===== src/rtl/sftx_pkg.sv =====
package sftx_pkg;
  typedef enum logic [2:0] {
    ST_IDLE,
    ST_START,
    ST_DATA,
    ST_PAR,
    ST_STOP
  } tx_state_e;

  localparam int unsigned MIN_DATA_BITS = 5;
endpackage


===== src/rtl/sftx_fifo.sv =====
module sftx_fifo #(
  parameter int unsigned W     = 8,
  parameter int unsigned DEPTH = 16
) (
  input  logic         clk_i,
  input  logic         rst_ni,
  input  logic         clr_i,
  input  logic         push_i,
  input  logic [W-1:0] wdata_i,
  input  logic         pop_i,
  output logic [W-1:0] rdata_o,
  output logic         empty_o,
  output logic         full_o
);
  localparam int unsigned AW = (DEPTH > 1) ? $clog2(DEPTH) : 1;
  localparam int unsigned CW = $clog2(DEPTH + 1);

  logic [W-1:0]  mem_q [DEPTH];
  logic [AW-1:0] wr_ptr_q, rd_ptr_q;
  logic [CW-1:0] count_q;
  logic          push_ok, pop_ok;

  function automatic logic [AW-1:0] ptr_inc(input logic [AW-1:0] p);
    return (p == AW'(DEPTH - 1)) ? '0 : p + AW'(1);
  endfunction

  assign empty_o = (count_q == '0);
  assign full_o  = (count_q == CW'(DEPTH));
  assign push_ok = push_i && !full_o;
  assign pop_ok  = pop_i && !empty_o;
  assign rdata_o = mem_q[rd_ptr_q];

  always_ff @(posedge clk_i) begin
    if (push_ok) mem_q[wr_ptr_q] <= wdata_i;
  end

  always_ff @(posedge clk_i or negedge rst_ni) begin
    if (!rst_ni) begin
      wr_ptr_q <= '0;
      rd_ptr_q <= '0;
      count_q  <= '0;
    end else if (clr_i) begin
      wr_ptr_q <= '0;
      rd_ptr_q <= '0;
      count_q  <= '0;
    end else begin
      if (push_ok) wr_ptr_q <= ptr_inc(wr_ptr_q);
      if (pop_ok)  rd_ptr_q <= ptr_inc(rd_ptr_q);
      case ({push_ok, pop_ok})
        2'b10:   count_q <= count_q + CW'(1);
        2'b01:   count_q <= count_q - CW'(1);
        default: count_q <= count_q;
      endcase
    end
  end

  AST_NO_OVERFLOW: assert property (@(posedge clk_i) disable iff (!rst_ni)
    count_q <= CW'(DEPTH));
  AST_NO_UNDERFLOW: assert property (@(posedge clk_i) disable iff (!rst_ni)
    pop_i |-> !empty_o);
  AST_CLR_EMPTIES: assert property (@(posedge clk_i) disable iff (!rst_ni)
    clr_i |=> empty_o);
endmodule


===== src/rtl/sftx_shifter.sv =====
module sftx_shifter
  import sftx_pkg::*;
#(
  parameter int unsigned W   = 8,
  parameter int unsigned OVS = 16
) (
  input  logic         clk_i,
  input  logic         rst_ni,
  input  logic         tick_i,
  input  logic         avail_i,
  input  logic [W-1:0] data_i,
  input  logic [1:0]   len_i,
  input  logic         stop_long_i,
  input  logic         par_en_i,
  input  logic         par_odd_n_i,
  input  logic         par_stick_i,
  output logic         pop_o,
  output logic         busy_o,
  output logic         line_o
);
  localparam int unsigned CW = $clog2(2 * OVS + 1);
  localparam int unsigned BW = $clog2(W + 1);

  tx_state_e     state_q;
  logic [W-1:0]  shreg_q;
  logic [BW-1:0] bits_left_q;
  logic [CW-1:0] cnt_q, stop_lim_q;
  logic          par_bit_q, has_par_q;

  logic [BW-1:0] nbits;
  logic [W-1:0]  masked;
  logic          par_calc;
  logic [CW-1:0] stop_lim;
  logic          bit_done;

  assign nbits = BW'(MIN_DATA_BITS) + BW'(len_i);

  always_comb begin
    for (int i = 0; i < W; i++) masked[i] = data_i[i] && (BW'(i) < nbits);
    if (par_stick_i) par_calc = ~par_odd_n_i;
    else             par_calc = par_odd_n_i ? (^masked) : ~(^masked);
    if (!stop_long_i)                        stop_lim = CW'(OVS);
    else if (nbits == BW'(MIN_DATA_BITS))    stop_lim = CW'(OVS + OVS / 2);
    else                                     stop_lim = CW'(2 * OVS);
  end

  assign pop_o    = (state_q == ST_IDLE) && avail_i;
  assign busy_o   = (state_q != ST_IDLE);
  assign bit_done = (state_q == ST_STOP) ? (cnt_q == stop_lim_q - CW'(1))
                                         : (cnt_q == CW'(OVS - 1));

  always_ff @(posedge clk_i or negedge rst_ni) begin
    if (!rst_ni) begin
      state_q     <= ST_IDLE;
      shreg_q     <= '0;
      bits_left_q <= '0;
      cnt_q       <= '0;
      stop_lim_q  <= CW'(OVS);
      par_bit_q   <= 1'b0;
      has_par_q   <= 1'b0;
    end else if (state_q == ST_IDLE) begin
      if (avail_i) begin
        state_q     <= ST_START;
        shreg_q     <= data_i;
        bits_left_q <= nbits - BW'(1);
        cnt_q       <= '0;
        stop_lim_q  <= stop_lim;
        par_bit_q   <= par_calc;
        has_par_q   <= par_en_i;
      end
    end else if (tick_i) begin
      if (!bit_done) begin
        cnt_q <= cnt_q + CW'(1);
      end else begin
        cnt_q <= '0;
        unique case (state_q)
          ST_START: state_q <= ST_DATA;
          ST_DATA: begin
            if (bits_left_q == '0) begin
              state_q <= has_par_q ? ST_PAR : ST_STOP;
            end else begin
              shreg_q     <= shreg_q >> 1;
              bits_left_q <= bits_left_q - BW'(1);
            end
          end
          ST_PAR:  state_q <= ST_STOP;
          default: state_q <= ST_IDLE;
        endcase
      end
    end
  end

  always_comb begin
    unique case (state_q)
      ST_START: line_o = 1'b0;
      ST_DATA:  line_o = shreg_q[0];
      ST_PAR:   line_o = par_bit_q;
      default:  line_o = 1'b1;
    endcase
  end

  AST_BIT_HOLD: assert property (@(posedge clk_i) disable iff (!rst_ni)
    (state_q != ST_IDLE && !tick_i) |=> $stable(line_o));
endmodule


===== src/rtl/serial_frame_tx.sv =====
module serial_frame_tx #(
  parameter int unsigned W     = 8,
  parameter int unsigned DEPTH = 16,
  parameter int unsigned OVS   = 16
) (
  input  logic         clk_i,
  input  logic         rst_ni,
  input  logic         wr_en_i,
  input  logic [W-1:0] wr_data_i,
  input  logic         fifo_clr_i,
  input  logic [1:0]   len_sel_i,
  input  logic         stop_long_i,
  input  logic         par_en_i,
  input  logic         par_odd_n_i,
  input  logic         par_stick_i,
  input  logic         brk_i,
  input  logic         tick_i,
  output logic         txd_o,
  output logic         thr_empty_o,
  output logic         tx_empty_o
);
  logic [W-1:0] q_data;
  logic         q_empty, q_full, pop, busy, line;

  sftx_fifo #(.W(W), .DEPTH(DEPTH)) u_fifo (
    .clk_i   (clk_i),
    .rst_ni  (rst_ni),
    .clr_i   (fifo_clr_i),
    .push_i  (wr_en_i),
    .wdata_i (wr_data_i),
    .pop_i   (pop),
    .rdata_o (q_data),
    .empty_o (q_empty),
    .full_o  (q_full)
  );

  sftx_shifter #(.W(W), .OVS(OVS)) u_shift (
    .clk_i       (clk_i),
    .rst_ni      (rst_ni),
    .tick_i      (tick_i),
    .avail_i     (!q_empty && !fifo_clr_i),
    .data_i      (q_data),
    .len_i       (len_sel_i),
    .stop_long_i (stop_long_i),
    .par_en_i    (par_en_i),
    .par_odd_n_i (par_odd_n_i),
    .par_stick_i (par_stick_i),
    .pop_o       (pop),
    .busy_o      (busy),
    .line_o      (line)
  );

  assign txd_o       = line & ~brk_i;
  assign thr_empty_o = q_empty;
  assign tx_empty_o  = q_empty & ~busy;

  AST_IDLE_HIGH: assert property (@(posedge clk_i) disable iff (!rst_ni)
    (tx_empty_o && !brk_i) |-> txd_o);
  AST_FULL_HOLDS: assert property (@(posedge clk_i) disable iff (!rst_ni)
    (q_full && !pop && !fifo_clr_i) |=> q_full);
endmodule


===== config.mk =====
export PLATFORM = sky130hd
export DESIGN_NAME = serial_frame_tx
export DESIGN_NICKNAME = d
export VERILOG_FILES = /design/src/rtl/sftx_pkg.sv /design/src/rtl/sftx_fifo.sv /design/src/rtl/sftx_shifter.sv /design/src/rtl/serial_frame_tx.sv
export SDC_FILE = /design/constraint.sdc
export NUM_CORES = 1
export LEC_CHECK = 0
export BUFFER_PORTS_ARGS = -buffer_cell sky130_fd_sc_hd__buf_2
export CAP_MARGIN = 10
export CORE_MARGIN = 3
export CORE_UTILIZATION = 62
export CTS_CLUSTER_SIZE = 30
export DETAILED_ROUTE_END_ITERATION = 7
export GPL_TIMING_DRIVEN = 0
export HOLD_SLACK_MARGIN = 0.1
export PLACE_DENSITY_LB_ADDON = 0.12
export SLEW_MARGIN = 15
export SYNTH_ARGS = -nofsm -noshare
export SYNTH_HDL_FRONTEND = slang
export SYNTH_SLANG_ARGS = --single-unit

===== constraint.sdc =====
create_clock -name clk_i -period 3.3 [get_ports clk_i]
set_clock_uncertainty 0.05 [all_clocks]
set_input_delay 0.99 -clock clk_i [delete_from_list [all_inputs] [get_ports clk_i]]
set_output_delay 0.99 -clock clk_i [all_outputs]
set_load 0.02 [all_outputs]

* Word-level counts from Yosys, hierarchy flattened *
Memories as Yosys holds them, arrays and structs flattened.
Index checks and enable logic that the tools add are counted.

storage, ports and cells
  register bits = 42
  memory bits (writable) = 128
  input port bits = 20
  output and inout port bits = 3
  word-level logic and storage cells = 118
  memories kept = 1

operators by class
  add/subtract/negate cells = 9
  magnitude comparators = 8
  equality and inequality tests = 15
  multiplexer cells = 39
  bitwise gates (word level) = 6
  reductions and logical operators = 30

memories
  name          words  bits a word  rd ports  clocked after memory_dff  write ports  RTL line         RTL
  u_fifo.mem_q  16     8            1         0                         1            sftx_fifo.sv:18  logic [W-1:0] mem_q [DEPTH];

operators by type and width
  kind                                                        number
  2-to-1 mux 4 bit                                            12
  2-to-1 mux 8 bit                                            6
  2-to-1 mux 6 bit                                            6
  2-to-1 mux 3 bit                                            6
  less-than comparator 3 x 4 -> 1 bit (first input constant)  4
  logical AND 1 bit                                           12
  case mux 5 bit (2 select lines)                             1
  nonzero test 2 bit                                          5
  case mux 3 bit (3 select lines)                             1
  adder 4 x 1 -> 4 bit (second input constant)                2
  equality test 4 bit (second input constant)                 2
  less-than comparator 1 x 4 -> 1 bit (first input constant)  2
  less-than comparator 2 x 4 -> 1 bit (first input constant)  2
  parity 8 bit                                                1
  subtractor 4 x 1 -> 4 bit (second input constant)           2
  adder 6 x 1 -> 6 bit (second input constant)                1
  equality test 3 x 2 -> 1 bit (second input constant)        2
  equality test 6 x 4 -> 1 bit (second input constant)        1
  equality test 6 bit                                         1
  nonzero test 3 bit                                          2
  subtractor 6 x 1 -> 6 bit (second input constant)           1
  adder 5 x 1 -> 5 bit (second input constant)                1
  equality test 5 bit (second input constant)                 1
  zero test 5 bit                                             1
  20 further kinds                                            32

* Depth between registers and ports, before layout *
Gate-level depths: netlist of the first run.

  depth in word-level cells = 8
  depth in mapped cells = 12

* Modules after synthesis *
A second synthesis of the first run with hierarchy kept.

second synthesis, totals
  cells, all modules = 532
  area, all modules = 7594.8 um2

modules (own cells, without submodules)
  module           times used  cells an instance  area an instance (um2)  seq. area each (um2)
  sftx_fifo        1           365                5982.0                  4169.0
  sftx_shifter     1           164                1589.0                  651.9
  serial_frame_tx  1           3                  23.8                    0.0

* Worst setup path before layout of the first run *
Ideal clock, no wire load.

  kind = register to register
  start point = reg u_fifo.count_q[1]
  end point = reg u_fifo.count_q[4]
  setup time = 0.132 ns
  arrival time = 2.821 ns
  required time = 3.118 ns
  setup slack = 0.297 ns
  stages on the path, launching flop included = 12
  buffers on the path = 1
  clock period less this slack = 3.003 ns
  cells stage by stage = dfrtp_1 > or4_1 > o21a_1 > or3_1 > clkbuf_1 > xnor2_1 > ha_1 > or3_1 > a21oi_1 > o211ai_1 > xnor2_1 > nor2_1

between the ends
  cells in the longest elaborated chain, start to end = 8
  elaborated cells on any way between the ends = 15

RTL lines
  element                                                                     RTL line                                RTL
  from (decl)                                                                 sftx_fifo.sv:20                         logic [CW-1:0] count_q;
  from (signal assigned)                                                      sftx_fifo.sv:50                         2'b10: count_q <= count_q + CW'(1);
  from (signal assigned)                                                      sftx_fifo.sv:51                         2'b01: count_q <= count_q - CW'(1);
  from (signal assigned)                                                      sftx_fifo.sv:52                         default: count_q <= count_q;
  zero test 5 bit                                                             sftx_fifo.sv:27                         assign empty_o = (count_q == '0);
  zero test 1 bit                                                             sftx_fifo.sv:30, serial_frame_tx.sv:41
  logical AND 1 bit                                                           serial_frame_tx.sv:41                   .avail_i (!q_empty && !fifo_clr_i),
  logical AND 1 bit                                                           sftx_shifter.sv:47                      assign pop_o = (state_q == ST_IDLE) && avail_i;
  logical AND 1 bit                                                           sftx_fifo.sv:30                         assign pop_ok = pop_i && !empty_o;
  equality test 2 x 1 -> 1 bit / equality test 2 bit (equally long branches)  sftx_fifo.sv:49                         case ({push_ok, pop_ok})
  case mux 5 bit (2 select lines)                                             sftx_fifo.sv:49
  2-to-1 mux 5 bit                                                            sftx_fifo.sv:42                         end else if (clr_i) begin

Several ways; a longest one is shown, not always the timed one.
A chain may end at the register's enable or synchronous reset.

* Final worst setup path of the first run *
  start point = reg u_shift.state_q[2]
  end point = out tx_empty_o

between the ends
  cells in the longest elaborated chain, start to end = 3

RTL lines
  element                 RTL line               RTL
  from (decl)             sftx_shifter.sv:24     tx_state_e state_q;
  from (signal assigned)  sftx_shifter.sv:80     state_q <= has_par_q ? ST_PAR : ST_STOP;
  nonzero test 3 bit      sftx_shifter.sv:48     assign busy_o = (state_q != ST_IDLE);
  NOT 1 bit               serial_frame_tx.sv:55  assign tx_empty_o = q_empty & ~busy;
  bitwise AND 1 bit       serial_frame_tx.sv:55
  to (decl)               serial_frame_tx.sv:20  output logic tx_empty_o

No other way between the ends.

==> results of run 1 <==
==> power groups by stage <==
stage | clock network [W] | logic [W] | registers [W]
6_report | 0.00202 | 0.000810 | 0.00259
5_1_grt | 0.00211 | 0.000920 | 0.00261
4_1_cts | 0.00204 | 0.000796 | 0.00258
3_5_place_dp | 0 | 0.000785 | 0.00262
3_3_place_gp | 0 | 0.000745 | 0.00261
2_1_floorplan | 0 | 0.000590 | 0.00258
==> layout by cell type, fill, tap and decap left out, types with 7 or more instances in the layout <==
master,netlist,layout
a21oi_1,13,13
a31oi_1,12,12
buf_2,5,26
clkbuf_1,12,10
clkbuf_16,0,17
dfrtp_1,38,37
edfxtp_1,128,128
ha_1,11,11
inv_1,15,15
mux2i_1,7,7
mux4_2,32,32
nand2_1,37,37
nand3_1,8,8
nor2_1,49,48
o21ai_0,8,8
xnor2_1,9,9
==> layout make-up <==
| class | count | area (µm²) | share of cell area |
|---|---|---|---|
| flip-flops and latches | 167 | 4820 | 0.584 |
| repair buffers | 28 | 170 | 0.0206 |
| plain buffers | 19 | 93.8 | 0.0114 |
| clock inverters | 13 | 168 | 0.0203 |
| clock buffers | 19 | 433 | 0.0524 |
| well taps | 140 | 175 | 0.0212 |
| multi-input cells | 277 | 2330 | 0.283 |
| inverters | 16 | 60.1 | 0.00728 |
==> kinds of logic after synthesis <==
family	Yosys count	share of synthesized area
DFF	167	0.663
and+or+nand+nor	130	0.0831
xor gates and xnor gates	15	0.0200
buffers and inverters	38	0.0215
muxes	44	0.123
AOI/OAI and AO/OA	77	0.0709
adders and majority gates	11	0.0189
==> metal layers <==
layer	routed length [µm]	part of all wire	global-route usage
met5	0	0	0
met4	270	0.018	0.0918
met3	1270	0.083	0.0814
met2	7340	0.48	0.387
met1	6380	0.42	0.355
==> final timing paths <==
path / slack (ns) / to / cells after the start
hold / removal: 0.47 / u_shift.stop_lim_q[5] / 2
hold reg to reg: 0.47 / u_shift.stop_lim_q[5] / 2
min in group asynchronous: 0.63 / u_shift.cnt_q[4] / 1
max in group asynchronous: 1.95 / u_fifo.rd_ptr_q[0] / 1
setup / recovery: 0.16 / tx_empty_o / 5
setup reg to reg: 0.23 / u_fifo.count_q[4] / 10
==> critical path: stages, from the launching register on <==
cell and delay [ns]:
dfrtp_1 0.37, clkbuf_1 0.22, or3_1 0.46, buf_2 0.26, nor3_1 0.17, buf_2 0.19
==> registers in the layout, indices dropped and copies added, names as in the netlist <==
| register | count |
|---|---|
| u_shift.bits_left_q | 4 |
| u_shift.state_q | 3 |
| u_fifo.mem_q | 128 |
| u_shift.has_par_q | 1 |
| u_shift.cnt_q | 6 |
| u_fifo.count_q | 5 |
| u_shift.par_bit_q | 1 |
| u_shift.shreg_q | 8 |
| u_fifo.wr_ptr_q | 4 |
| u_shift.stop_lim_q | 3 |
| u_fifo.rd_ptr_q | 4 |
==> metrics by stage <==
stage	setup TNS (ns)	hold slack, ns	total power, W	utilization	cell area (µm²)
finish	0	0.466	0.00542	0.742	8250
global route	0	0.495	0.00564	0.742	8250
floorplan	0	0.414	0.00317	-	7270
global placement	-12.37	0.440	0.00336	0.679	7560
CTS	0	0.470	0.00542	0.740	8230
detailed placement	-0.0767	0.454	0.00341	0.685	7620
==> repair_timing <==
item | CTS | global route
pin swaps | 0 | 1
gates resized for setup | 3 | 9
buffers inserted | 0 | 2
endpoints found under the setup margin | 3 | 4
gates cloned | 0 | 0
==> cell usage after synthesis (2+ instances only) <==
cell type	count
edfxtp_1	128
nor2_1	49
dfrtp_1	38
nand2_1	37
mux4_2	32
inv_1	15
a21oi_1	13
a31oi_1	12
clkbuf_1	12
ha_1	11
nor3_1	9
xnor2_1	9
nand3_1	8
o21ai_0	8
mux2i_1	7
o21ai_1	6
buf_2	5
xor2_1	5
a21o_1	4
buf_1	4
nand2b_1	4
o22ai_1	4
or3_1	4
a211oi_1	3
a22o_1	3
a22oi_1	3
a41oi_1	3
mux4_1	3
nor2b_1	3
o211ai_1	3
a311oi_1	2
nand3b_1	2
nand4_1	2
nor3b_1	2
o21a_1	2
==> impl_metrics.py, run 1 <==
metrics = {
    "yosys": {
        "yosysSeqAreaShare": 0.663,
        "syn_avg_cell_area_um2": 15.1,
        "synth_area_leader_cell": "edfxtp_1",
        "yosys_register_bits": 167,
        "synthArstFlopShare": 0.234,
        "synth.top_cell.area_share": 0.529,
        "synth_edf_count": 128,
        "synthFlopType": "edfxtp_1",
        "syn_inst": 482,
        "syn_area_mm2": 0.00727,
        "synthTopCellsByArea": "edfxtp_1 (53%), dfrtp_1 (13%), mux4_2 (9.9%), nor2_1 (2.5%), nand2_1 (1.9%)",
        "syn-num-nets": 513,
        "yosysUniqueCellTypes": 62,
        "yosys_warnings": 0,
    },
    "routing": {
        "avgRoutedWirePerCell_um": 22.5,
        "routed_via_density": 6.36,
        "drc_errors": 0,
        "drt_iter0_drc": 485,
        "drt_first_pass_iters": 6,
        "ant_nets": 0,
        "wirelength_um": 15300,
        "num_vias": 4321,
    },
    "cts": {
        "clock_path_buffers": 2,
        "clkLatencyLatePin_ns": 0.43,
        "numCtsBuffers": 17,
        "root_buffer": "clkbuf_16",
        "h-tree-depth": 4,
        "holdBufCountCts": 0,
        "clock-sinks": 167,
        "clk_pin_slew_ns": 0.06,
        "cts_tree": "done",
    },
    "power": {
        "p_leak_nw": 2.97,
        "p_int_w": 0.00399,
        "seq_power_share": 0.477,
        "switching_share": 0.263,
        "combPwrFrac": 0.149,
        "vdd_drop_max_uv": 498,
        "p_sw_w": 0.00142,
        "powerDensity_mw_per_mm2": 656,
        "pwr-share-clk": 0.373,
    },
    "critical_path": {
        "critPathLaunch": "u_shift.state_q[2]",
        "critPathKind": "reg2out",
        "critPathMaxFanout": 19,
        "required_ns": 2.26,
        "start_kind": "flop",
        "worst_ep_arrival_time_ns": 2.10,
        "endpoint_kind": "output pin",
        "r2r-start": "u_fifo.count_q[1]",
    },
    "timing": {
        "setup_viol": 0,
        "relSlewSlack": 0.257,
        "rsz0062_at_grt": "no",
        "slew_violations": 0,
        "fin_crit_ns": 3.14,
        "max_freq_ghz": 0.319,
        "worst_slack_ns": 0.164,
        "fin_crit_sh": 0.950,
        "final_hold_viol_count": 0,
        "tightest_slew_ns": 1.11,
    },
    "floorplanning": {
        "dieArea_mm2": 0.0131,
        "die_x_um": 114,
        "initial_core_util": 0.654,
        "die_y_um": 114,
        "design.core.area_mm2": 0.0111,
        "fp-row-count": 38,
        "pin_count": 23,
    },
    "global_route": {
        "antenna_found_initial": 0,
        "grt_pass1_wl_um": 24000,
        "grt_overflow": 0,
        "grt_max_degree": 40,
        "first_global_vias": 4421,
        "grt_usage": 0.256,
    },
    "placement": {
        "portBuffers": 22,
        "globalplace.congestion": 0.816,
        "dpl.hpwl_um": 9880,
        "dp.cells": 648,
        "place_ws_ns": -0.0767,
    },
    "finish": {
        "area_growth_pct": 13.5,
        "num-fill-cells": 715,
        "nets": 557,
        "drive_gt1_frac": 0.212,
        "antenna_cells": 0,
        "final-instance-count-excl-fill": 679,
    },
    "status": {
        "status": "finished, final reports clean",
    },
    "worst_hold_path": {
        "hold_start": "u_shift.stop_lim_q[5]",
        "worst_hold_path_type": "reg2reg",
    },
    "run": {
        "max_cap_violations": 0,
    },
}
Power figures use the tool's default switching activity.
==> inputs of run 2 (changes only) <==
- ABC_AREA: unset -> 1
==> run 2 against run 1 <==
Compared with the run above:
- die area is 8.5% higher
- setup slack better by 0.026 ns
- count of clock-buffer cells in the layout stayed put
- sequential power is 6% lower
- worst hold slack worse by 0.036 ns
- register-to-register slack better by 0.39 ns
- final cell count is 58% higher
- final area is 7.4% higher
- critical path depth is 2 higher
- critical path type unchanged
==> impl_metrics.py, run 2 <==
metrics = {
    "worst_hold_path": {
        "worst_hold_path_type": "reg2reg",
    },
    "floorplanning": {
        "die_x_um": 119,
        "design.core.area_mm2": 0.0123,
        "fp-row-count": 40,
        "initial_core_util": 0.646,
        "die_y_um": 119,
        "dieArea_mm2": 0.0142,
        "pin_count": 23,
    },
    "critical_path": {
        "slowest_delay_ns": 0.43,
        "worst_ep_arrival_time_ns": 2.07,
        "slowest_stage": "dfrtp_1",
        "start_kind": "flop",
        "crit_top_cell": "nor2_1",
        "endpoint_kind": "output pin",
        "cp_num_buf_inv": 4,
        "crit_family": "buffers and inverters",
        "critPathMaxFanout": 10,
        "regToRegSetupSlack_ns": 0.62,
        "critPathKind": "reg2out",
        "critical_path.cell_chain": "nor2_1, inv_1, nor2_4, clkinvlp_4, clkbuf_2, nor2_1, buf_2",
        "required_ns": 2.26,
    },
    "placement": {
        "globalplace.congestion": 0.897,
        "portBuffers": 22,
        "dpl.hpwl_um": 12800,
        "place_ws_ns": 0.487,
    },
    "cts": {
        "clock_path_buffers": 2,
        "numCtsBuffers": 17,
        "holdBufCountCts": 0,
        "h-tree-depth": 4,
        "clk_pin_slew_ns": 0.06,
        "clock-sinks": 167,
        "post_cts_buffers": 0,
        "clkLatencyLatePin_ns": 0.42,
        "cts_tree": "done",
        "root_buffer": "clkbuf_16",
    },
    "global_route": {
        "grt_pass1_wl_um": 30000,
        "grt_overflow": 0,
        "first_global_vias": 5714,
        "grt_usage": 0.282,
        "grt_max_degree": 40,
        "antenna_found_initial": 0,
    },
    "finish": {
        "area_growth_pct": 11.8,
        "nets": 926,
        "postLayoutCoreUtil": 0.723,
        "final_common_cell": "nand2_1",
        "antenna_cells": 0,
        "final_cell_mix": "nand2_1 (256), edfxtp_1 (128), inv_1 (111)",
        "drive_gt1_frac": 0.0991,
        "largest_register_ffs": 128,
        "largestRegisters": "u_fifo.mem_q (128), u_shift.shreg_q (8), u_shift.cnt_q (6)",
        "largest_register": "u_fifo.mem_q",
    },
    "yosys": {
        "synthFlopType": "edfxtp_1",
        "syn_avg_cell_area_um2": 9.28,
        "synth.most_common_cell": "nand2_1",
        "synth_edf_count": 128,
        "yosys_register_bits": 167,
        "netlist_top_cells_count": "nand2_1 (256), edfxtp_1 (128), inv_1 (111)",
        "yosysUniqueCellTypes": 41,
        "synth.top_cell.area_share": 0.485,
        "yosysSeqAreaShare": 0.608,
        "synthArstFlopShare": 0.234,
        "syn-num-nets": 885,
        "yosys_warnings": 0,
        "syn_area_mm2": 0.00793,
        "syn_inst": 854,
        "synth_area_leader_cell": "edfxtp_1",
        "synthTopCellsByArea": "edfxtp_1 (49%), nand2_1 (12%), dfrtp_1 (12%), inv_1 (5.3%), nand3_1 (4.6%)",
    },
    "timing": {
        "fin_crit_sh": 0.942,
        "setup_viol": 0,
        "setup_tns_ns": 0,
        "slew_violations": 0,
        "tightest_slew_ns": 0.925,
        "worst_slack_ns": 0.191,
        "max_freq_ghz": 0.322,
        "rsz0062_at_grt": "no",
        "relSlewSlack": 0.381,
        "final_hold_viol_count": 0,
        "fin_crit_ns": 3.11,
    },
    "power": {
        "p_leak_nw": 4.00,
        "powerDensity_mw_per_mm2": 552,
        "vdd_drop_max_uv": 483,
    },
    "routing": {
        "drt-met1-wl_um": 7570,
        "ant_nets": 0,
        "num_vias": 5960,
        "avgRoutedWirePerCell_um": 17.6,
        "wirelength_um": 18900,
        "met2_length_um": 9170,
        "highest_layer": "met4",
        "drt_iter0_drc": 565,
        "drc_errors": 0,
        "routed_via_density": 5.54,
        "drt_first_pass_iters": 5,
        "wl_met3_um": 1740,
    },
    "status": {
        "status": "finished, final reports clean",
    },
    "run": {
        "max_cap_violations": 0,
    },
}
## run 2: kinds of logic after synthesis
group / count (synthesis) / share of synthesized area
compound gates: 82 / 0.0571
simple gates: 439 / 0.230
buf+inv: 144 / 0.0751
fa+ha+maj: 11 / 0.0174
xor+xnor: 11 / 0.0122
flops: 167 / 0.608
## run 2: tightest hold or removal path: stages, from the launching register on
cell and delay, ns:
dfrtp_1 0.34, nand2_1 0.06, nand2_1 0.05
## run 2: cell type report
type                            count  area [µm²]
Buffer                             27         150
Clock buffer                       19         433
Clock inverter                     13         179
Fill cell                         904        3400
Inverter                          117         450
Multi-Input combinational cell    543        2510
Sequential cell                   167        4820
Tap cell                          168         210
Timing Repair Buffer               22         110
## run 2: metal layers
metal	GRT usage	vias to the layer above
met5	0	-
met4	0.0999	0
met3	0.0726	26
met2	0.450	236
met1	0.377	2836
li1	-	2862
## run 2: path summary, 6_finish.rpt
path / from / cells past startpoint / end
worst min register to register: u_shift.shreg_q[7] / 2 / u_shift.shreg_q[7]
worst max register to register: u_fifo.rd_ptr_q[1] / 16 / u_shift.par_bit_q
worst min-delay path: u_shift.shreg_q[7] / 2 / u_shift.shreg_q[7]
min in group asynchronous: rst_ni / 1 / u_shift.cnt_q[1]
max in group asynchronous: rst_ni / 1 / u_fifo.wr_ptr_q[2]
worst max-delay path: u_shift.state_q[0] / 7 / tx_empty_o
## run 2: where the power goes
part / total, W / leakage (nW) / internal, W / switching, W
registers: 0.00244 / 1.64 / 0.00238 / 0.0000670
clock network: 0.00203 / 0.301 / 0.00126 / 0.000767
logic: 0.000422 / 2.06 / 0.000149 / 0.000274
## run 2: stage by stage
stage / hold WS [ns] / total power (W) / instance area (µm²) / cells
floorplan: 0.392 / 0.00276 / 7930 / 854
global placement: 0.411 / 0.00287 / 8250 / 1044
detailed placement: 0.411 / 0.00290 / 8250 / 1044
CTS: 0.429 / 0.00491 / 8860 / 1076
global route: 0.468 / 0.00509 / 8860 / 1076
finish: 0.430 / 0.00489 / 8860 / 1076
## run 2: timing repair
action | 4_1_cts | 5_1_grt
setup endpoints to repair | 0 | 1
hold endpoints to repair | 0 | 0
resized for setup | 0 | 3
